File: src/rtl/dlm_pkg.sv
package dlm_pkg;
   localparam logic [2:0] RA_CMD   = 3'd0;
   localparam logic [2:0] RA_RSLT  = 3'd1;
   localparam logic [2:0] RA_ABORT = 3'd2;
   localparam logic [2:0] RA_STAT  = 3'd3;
   localparam logic [2:0] RA_CFG   = 3'd4;
   localparam logic [2:0] RA_IRQ   = 3'd5;

   localparam int FL_ERR  = 3;
   localparam int FL_FLSH = 2;
   localparam int FL_DONE = 1;

   localparam int CF_IRQ  = 0;
   localparam int CF_FLSH = 1;
   localparam int CF_DONE = 2;

   typedef enum logic [2:0] {
      W_IDLE, W_PTR, W_DESC, W_RD, W_WR, W_HALT
   } wstate_t;
endpackage

File: src/rtl/dlm_rfifo.sv
module dlm_rfifo #(
   parameter int DW    = 4,
   parameter int DEPTH = 4,
   localparam int AW   = (DEPTH > 1) ? $clog2(DEPTH) : 1,
   localparam int CW   = $clog2(DEPTH + 1)
) (
   input  logic          clk,
   input  logic          rst_n,
   input  logic          push,
   input  logic [DW-1:0] din,
   input  logic          pop,
   output logic [DW-1:0] head,
   output logic [CW-1:0] count
);
   logic [DW-1:0] slots [DEPTH];
   logic [AW-1:0] wp, rp;
   logic          full, empty, do_push, do_pop;

   initial begin
      assert (DEPTH >= 1 && DEPTH <= 7) else $fatal(1, "DEPTH must fit a 3-bit count");
   end

   assign full    = (count == CW'(DEPTH));
   assign empty   = (count == '0);
   assign do_push = push && !full;
   assign do_pop  = pop && !empty;
   assign head    = slots[rp];

   function automatic logic [AW-1:0] wrap_inc(input logic [AW-1:0] p);
      return (p == AW'(DEPTH - 1)) ? '0 : p + 1'b1;
   endfunction

   always_ff @(posedge clk) begin
      if (!rst_n) begin
         wp <= '0;
         rp <= '0;
         count <= '0;
      end else begin
         if (do_push) begin
            slots[wp] <= din;
            wp <= wrap_inc(wp);
         end
         if (do_pop) rp <= wrap_inc(rp);
         count <= count + CW'(do_push) - CW'(do_pop);
      end
   end

   assert_no_overflow_R6: assert property (@(posedge clk) disable iff (!rst_n)
      count <= CW'(DEPTH));
   assert_empty_pop_R6: assert property (@(posedge clk) disable iff (!rst_n)
      (empty && pop && !push) |=> (count == '0));
   assert_full_drop_R6: assert property (@(posedge clk) disable iff (!rst_n)
      (full && push && !pop) |=> (count == CW'(DEPTH)));
endmodule

File: src/rtl/dlm_walker.sv
module dlm_walker
   import dlm_pkg::*;
#(
   parameter int LEN_W = 16
) (
   input  logic        clk,
   input  logic        rst_n,
   input  logic        start,
   input  logic [31:0] cmd_word,
   input  logic        abort,
   output logic        ready,
   output logic        busy,
   output logic        post,
   output logic [3:0]  post_flags,
   output logic        mem_req,
   output logic        mem_we,
   output logic [31:0] mem_addr,
   output logic [31:0] mem_wdata,
   input  logic [31:0] mem_rdata,
   input  logic        mem_ack
);
   localparam int WCW = LEN_W - 1;

   initial begin
      assert (LEN_W >= 3 && LEN_W <= 32) else $fatal(1, "LEN_W out of range");
   end

   wstate_t        st, fin_st;
   logic [31:0]    ptr_a, dsc_a, src_a, dst_a, wbuf;
   logic           ptr_last, dcmd_last, fin_done;
   logic [1:0]     dmode, widx;
   logic [WCW-1:0] wleft, words;
   logic [LEN_W:0] len_up;

   assign len_up   = {1'b0, mem_rdata[LEN_W-1:0]} + (LEN_W+1)'(3);
   assign words    = len_up[LEN_W:2];
   assign fin_st   = dcmd_last ? (ptr_last ? W_IDLE : W_PTR) : W_DESC;
   assign fin_done = dcmd_last && ptr_last;

   assign ready     = (st == W_IDLE);
   assign busy      = (st == W_PTR) || (st == W_DESC) || (st == W_RD) || (st == W_WR);
   assign mem_req   = busy;
   assign mem_we    = (st == W_WR);
   assign mem_wdata = wbuf;
   always_comb begin
      unique case (st)
         W_PTR:   mem_addr = ptr_a;
         W_DESC:  mem_addr = dsc_a;
         W_RD:    mem_addr = src_a;
         W_WR:    mem_addr = dst_a;
         default: mem_addr = '0;
      endcase
   end

   always_ff @(posedge clk) begin
      if (!rst_n) begin
         st <= W_IDLE;
         post <= 1'b0;
         post_flags <= '0;
         ptr_a <= '0; dsc_a <= '0; src_a <= '0; dst_a <= '0; wbuf <= '0;
         ptr_last <= 1'b0; dcmd_last <= 1'b0; dmode <= '0; widx <= '0; wleft <= '0;
      end else begin
         post <= 1'b0;
         post_flags <= '0;
         if (abort && busy) begin
            st <= W_IDLE;
            post <= 1'b1;
            post_flags[FL_FLSH] <= 1'b1;
         end else begin
            unique case (st)
               W_IDLE: if (start) begin
                  if (cmd_word[31:29] == 3'd1) begin
                     ptr_a <= {cmd_word[28:0], 3'b000};
                     st <= W_PTR;
                  end else begin
                     post <= 1'b1;
                     post_flags[FL_ERR] <= 1'b1;
                     st <= W_HALT;
                  end
               end
               W_PTR: if (mem_ack) begin
                  dsc_a <= {mem_rdata[28:0], 3'b000};
                  ptr_last <= mem_rdata[31];
                  ptr_a <= ptr_a + 32'd4;
                  widx <= '0;
                  st <= W_DESC;
               end
               W_DESC: if (mem_ack) begin
                  dsc_a <= dsc_a + 32'd4;
                  widx <= widx + 2'd1;
                  unique case (widx)
                     2'd0: begin dcmd_last <= mem_rdata[31]; dmode <= mem_rdata[1:0]; end
                     2'd1: src_a <= mem_rdata;
                     2'd2: dst_a <= mem_rdata;
                     default: begin
                        if (dmode != 2'd0) begin
                           post <= 1'b1;
                           post_flags[FL_ERR] <= 1'b1;
                           st <= W_HALT;
                        end else if (words == '0) begin
                           st <= fin_st;
                           post <= fin_done;
                           post_flags[FL_DONE] <= fin_done;
                        end else begin
                           wleft <= words;
                           st <= W_RD;
                        end
                     end
                  endcase
               end
               W_RD: if (mem_ack) begin
                  wbuf <= mem_rdata;
                  src_a <= src_a + 32'd4;
                  st <= W_WR;
               end
               W_WR: if (mem_ack) begin
                  dst_a <= dst_a + 32'd4;
                  wleft <= wleft - 1'b1;
                  if (wleft == WCW'(1)) begin
                     st <= fin_st;
                     post <= fin_done;
                     post_flags[FL_DONE] <= fin_done;
                     widx <= '0;
                  end else begin
                     st <= W_RD;
                  end
               end
               default: st <= W_HALT;
            endcase
         end
      end
   end

   assert_halt_sticky_R7: assert property (@(posedge clk) disable iff (!rst_n)
      (st == W_HALT) |=> (st == W_HALT));
   assert_start_leaves_idle_R1: assert property (@(posedge clk) disable iff (!rst_n)
      (ready && start) |=> !ready);
   assert_req_hold_R3: assert property (@(posedge clk) disable iff (!rst_n)
      (mem_req && !mem_ack && !abort) |=> (mem_req && $stable(mem_addr)));
   assert_abort_ready_R9: assert property (@(posedge clk) disable iff (!rst_n)
      (abort && busy) |=> (ready && post && post_flags[FL_FLSH]));
endmodule

File: src/rtl/dlm_channel.sv
module dlm_channel
   import dlm_pkg::*;
#(
   parameter int CH_INDEX = 3,
   parameter int NUM_CH   = 16,
   parameter int RDEPTH   = 4,
   parameter int LEN_W    = 16
) (
   input  logic        clk,
   input  logic        rst_n,
   input  logic        reg_req,
   input  logic        reg_we,
   input  logic [2:0]  reg_addr,
   input  logic [31:0] reg_wdata,
   output logic [31:0] reg_rdata,
   output logic        mem_req,
   output logic        mem_we,
   output logic [31:0] mem_addr,
   output logic [31:0] mem_wdata,
   input  logic [31:0] mem_rdata,
   input  logic        mem_ack,
   output logic        irq
);
   localparam int CW = $clog2(RDEPTH + 1);

   initial begin
      assert (NUM_CH >= 1 && NUM_CH <= 32 && CH_INDEX < NUM_CH) else $fatal(1, "bad channel index");
   end

   logic          wr_cmd, wr_abort, rd_rslt, rd_irq;
   logic          ready, busy, post, push;
   logic [3:0]    post_flags, head;
   logic [CW-1:0] count;
   logic [2:0]    cfg;
   logic          irq_q;
   logic [31:0]   irq_vec;

   assign wr_cmd   = reg_req && reg_we && (reg_addr == RA_CMD);
   assign wr_abort = reg_req && reg_we && (reg_addr == RA_ABORT) && (reg_wdata == '0);
   assign rd_rslt  = reg_req && !reg_we && (reg_addr == RA_RSLT);
   assign rd_irq   = reg_req && !reg_we && (reg_addr == RA_IRQ);

   dlm_walker #(.LEN_W(LEN_W)) u_walk (
      .clk(clk), .rst_n(rst_n), .start(wr_cmd), .cmd_word(reg_wdata), .abort(wr_abort),
      .ready(ready), .busy(busy), .post(post), .post_flags(post_flags),
      .mem_req(mem_req), .mem_we(mem_we), .mem_addr(mem_addr), .mem_wdata(mem_wdata),
      .mem_rdata(mem_rdata), .mem_ack(mem_ack)
   );

   assign push = post && (post_flags[FL_ERR]
                       || (post_flags[FL_FLSH] && cfg[CF_FLSH])
                       || (post_flags[FL_DONE] && cfg[CF_DONE]));

   dlm_rfifo #(.DW(4), .DEPTH(RDEPTH)) u_fifo (
      .clk(clk), .rst_n(rst_n), .push(push), .din(post_flags),
      .pop(rd_rslt), .head(head), .count(count)
   );

   always_ff @(posedge clk) begin
      if (!rst_n) begin
         cfg <= '0;
         irq_q <= 1'b0;
      end else begin
         if (reg_req && reg_we && (reg_addr == RA_CFG)) cfg <= reg_wdata[2:0];
         if (push && cfg[CF_IRQ]) irq_q <= 1'b1;
         else if (rd_irq) irq_q <= 1'b0;
      end
   end

   assign irq     = irq_q;
   assign irq_vec = 32'(irq_q) << CH_INDEX;

   always_comb begin
      reg_rdata = '0;
      unique case (reg_addr)
         RA_RSLT: if (count != '0) reg_rdata = {1'b1, 27'd0, head};
         RA_STAT: begin
            reg_rdata[0]     = ready;
            reg_rdata[1]     = (count != '0);
            reg_rdata[28:27] = {1'b0, busy};
            reg_rdata[31:29] = 3'(count);
         end
         RA_CFG:  reg_rdata[2:0] = cfg;
         RA_IRQ:  reg_rdata = irq_vec;
         default: reg_rdata = '0;
      endcase
   end

   assert_irq_clear_R10: assert property (@(posedge clk) disable iff (!rst_n)
      (rd_irq && !push) |=> !irq);
   assert_irq_gate_R10: assert property (@(posedge clk) disable iff (!rst_n)
      (!irq && !(push && cfg[CF_IRQ])) |=> !irq);
   assert_busy_ignore_R8: assert property (@(posedge clk) disable iff (!rst_n)
      (busy && wr_cmd && !wr_abort && !mem_ack) |=> busy);
endmodule

File: config.mk
export PLATFORM = sky130hd
export DESIGN_NAME = dlm_channel
export DESIGN_NICKNAME = d
export VERILOG_FILES = /design/src/rtl/dlm_pkg.sv /design/src/rtl/dlm_rfifo.sv /design/src/rtl/dlm_walker.sv /design/src/rtl/dlm_channel.sv
export SDC_FILE = /design/constraint.sdc
export NUM_CORES = 1
export LEC_CHECK = 0
export ABC_CLOCK_PERIOD_IN_PS = 6100
export CAP_MARGIN = 30
export CORE_ASPECT_RATIO = 0.5
export CORE_UTILIZATION = 60
export DETAILED_ROUTE_END_ITERATION = 10
export PLACE_DENSITY = 0.88
export SETUP_SLACK_MARGIN = 0.3
export SYNTH_ARGS = -nofsm -noshare
export SYNTH_HDL_FRONTEND = slang
export SYNTH_SLANG_ARGS = --single-unit
export TNS_END_PERCENT = 1
File: constraint.sdc
create_clock -name clk -period 6.1 [get_ports clk]
set_input_delay 1.22 -clock clk [delete_from_list [all_inputs] [get_ports clk]]
set_output_delay 1.22 -clock clk [all_outputs]
set_load 0.01 [all_outputs]
==> reports/qor.yml <==
cells_and_area:
  fillers: 1584
  final_layout_size_suffix_gt1_share_pct: 6.89
  diodes: 0
  fin_cells: 2078
  mostFrequentLayoutCell: "nand2_1"
  layout_common_cells: "nand2_1, a21oi_1, dfxtp_1"
  areaGrowthSynthToFinish_pct: 16.3
  nets: 1861
sta:
  layout_min_cycle_time_ns: 4.69
  hold_viol_final: 0
  finalSetupTns_ns: 0
  max-slew-margin-rel_pct: 28.9
  setup_violations: 0
  slew_viol_final: 0
  rsz0062_at_grt: "no"
  tightest_slew_ns: 1.07
  fin_crit_sh_pct: 76.9
  skew_ns: 0.0117
  fmax_ghz: 0.213
pwr:
  p_clk_share_pct: 32.7
  ir_worst_vdd_v: 0.000237
  power_density_nw_per_um2: 305
  p_leak_nw: 5.42
  p_seq_share_pct: 37.1
  p_comb_share_pct: 30.3
  p_int_w: 0.00286
  switching_share_pct: 37.9
  p_switching_w: 0.00174
clock_network:
  clk_pin_slew_ns: 0.07
  cts_tree: "built"
  clockBufferDepth: 3
  cts-root-buf: "clkbuf_16"
  clk_latency_ns: 0.53
  postCtsSetupBuffers: 0
  h-tree-depth: 1
  post_cts_resized: 0
  cts_buffers: 21
  cts.sink_count: 209
  hold_buffers: 0
yosys:
  synth_area_um2: 13000
  ys_async_sr_fraction_pct: 0
  ys_warn_count: 0
  syn_area_per_cell_um2: 7.50
  yosysSeqAreaShare_pct: 33.2
  synthCells: 1729
  synth-edff-count: 12
  ys_seq_elements: 209
  ys_types: 86
  synthFlopType: "dfxtp_1"
worst_setup_path:
  worstPathRequired_ns: 4.88
  arrival_ns: 3.47
  endpoint_kind: "output port"
  startpoint_type: "flip-flop"
  path_max_fanout: 80
  path_class: "flip-flop to output port"
die:
  initial_core_util_pct: 62.1
  die_w_um: 210
  dieHeight_um: 106
  fp-row-count: 37
  io_pins: 171
  die_area_um2: 22200
  core_um2: 20900
routing:
  wire_per_inst_um: 22.6
  dr.pass1.iters: 7
  routed_wl_mm: 47.0
  drc_errors: 0
  vias: 14500
  ant_nets: 0
  drtIter0Drc: 2448
  viasPerCell: 6.99
placed_design:
  dp.cells: 2036
  place_congestion: 0.947
  place_hpwl_mm: 32.4
  numPortBuffers: 146
global_route:
  grt_max_degree: 81
  gr-total-overflow: 0
  first_global_vias: 12900
  grt_antenna_before_repair: 1
  grt_first_pass_wirelength_mm: 71.5
  grt_use_total_pct: 40.9
run_status:
  status: "complete, no violations"
min_path:
  hp-class: "flip-flop to flip-flop"
flow_run:
  max_cap_violations: 0
==> sequential cells by signal (all words and copies together) (netlist names), 3 cells and up, named ones only <==
signal / flops
u_walk.dst_a: 32
u_fifo.slots: 12
u_walk.st: 3
u_walk.src_a: 32
cfg: 3
u_walk.mem_wdata: 32
u_walk.dsc_a: 30
u_walk.wleft: 15
u_walk.ptr_a: 30
u_walk.post_flags: 3
u_fifo.count: 3
==> per-stage QoR <==
step	setup WS, ns	power (W)	util (%)	hold slack (ns)	instance area [µm²]
2_1_floorplan	2.79	0.00262	-	0.443	13100
3_3_place_gp	1.49	0.00296	68.1	0.441	14200
3_5_place_dp	1.39	0.00303	68.2	0.446	14200
4_1_cts	1.49	0.00450	71.9	0.455	15000
5_1_grt	1.30	0.00476	72.3	0.485	15100
6_report	1.41	0.00460	72.3	0.460	15100
==> layout make-up <==
| type | instances | area, µm² | share of cell area, % |
|---|---|---|---|
| multi-input cells | 1344 | 7840 | 52.0 |
| flip-flops and latches | 209 | 4300 | 28.5 |
| repair buffers | 171 | 1700 | 11.2 |
| clock buffers | 25 | 592 | 3.92 |
| well taps | 292 | 365 | 2.42 |
| clock inverters | 13 | 194 | 1.29 |
| inverters | 24 | 91.3 | 0.605 |
==> logic make-up after synthesis <==
kind of cell / count (synthesis) / synth area share, %
adder cells (fa/ha/maj): 18 / 1.79
AO/OA/AOI/OAI: 571 / 28.8
multiplexers: 16 / 1.53
flip-flops: 209 / 33.2
AND/OR/NAND/NOR: 694 / 26.0
buffers and inverters: 199 / 7.19
other: 1 / 0.0289
XOR/XNOR: 21 / 1.42
==> synthesized netlist by cell type, types with 6 or more instances <==
cell type	number	area share, %
and2_1	21	1.0
nor3b_1	9	0.52
buf_1	18	0.52
nand2_1	247	7.1
mux2i_1	12	0.93
nand4_1	30	1.4
inv_1	24	0.69
nor2_1	139	4.0
o21ai_0	101	3.9
nand3b_1	6	0.35
nor2b_1	6	0.29
a31oi_1	17	0.82
xnor2_1	9	0.61
a311oi_1	6	0.41
clkbuf_1	90	2.6
o32ai_1	16	1.1
nand3_1	93	3.6
ha_1	17	1.6
a211oi_1	12	0.69
o22ai_1	7	0.34
xor2_1	12	0.81
and3_1	30	1.4
nand2b_1	6	0.29
a41oi_1	11	0.74
or3_1	12	0.58
buf_2	30	1.2
edfxtp_1	12	2.8
dfxtp_1	197	30
and4_1	9	0.61
a21oi_1	201	7.8
o31ai_1	28	1.6
o31a_1	8	0.54
nor4_1	21	1.0
o221a_2	18	1.6
nor3_1	40	1.5
o21a_1	10	0.58
o211ai_1	12	0.69
a221o_1	9	0.69
a22oi_1	54	3.1
a22o_1	13	0.88
buf_4	33	1.9
==> worst max-delay path, cell delays in order (launching register included) <==
cell and delay [ns]:
dfxtp_1 0.54, nor2b_1 0.38, and2_4 0.80, buf_4 0.42
a22o_1 0.17, clkdlybuf4s50_1 0.58
==> power groups by stage <==
stage | Clock, W | Sequential [W] | Combinational [W]
2_1_floorplan | 0 | 0.00163 | 0.000983
3_3_place_gp | 0 | 0.00171 | 0.00125
3_5_place_dp | 0 | 0.00172 | 0.00131
4_1_cts | 0.00149 | 0.00169 | 0.00132
5_1_grt | 0.00156 | 0.00171 | 0.00149
6_report | 0.00150 | 0.00171 | 0.00139
==> metal layers <==
metal,vias up,wire [µm],track usage (%)
met2,1122,19600,59.9
met4,0,1790,15.1
met3,185,7310,12.6
met1,6794,18300,56.5
li1,6421,-,-
met5,-,0,0
==> worst paths after layout <==
| check | from | endpoint | slack, ns | depth (start not counted) |
|---|---|---|---|---|
| worst max-delay path | u_walk.st[0]$_SDFFE_PP0P_ | mem_addr[1] | 1.41 | 5 |
| worst min-delay path | u_walk.mem_wdata[10]$_SDFFE_PN0P_ | u_walk.mem_wdata[10]$_SDFFE_PN0P_ | 0.46 | 2 |
| worst max register to register | u_walk.st[0]$_SDFFE_PP0P_ | u_walk.src_a[13]$_SDFFE_PN0P_ | 2.33 | 7 |
| worst min register to register | u_walk.mem_wdata[10]$_SDFFE_PN0P_ | u_walk.mem_wdata[10]$_SDFFE_PN0P_ | 0.46 | 2 |
No activity file was read; power rests on OpenSTA's default activity.
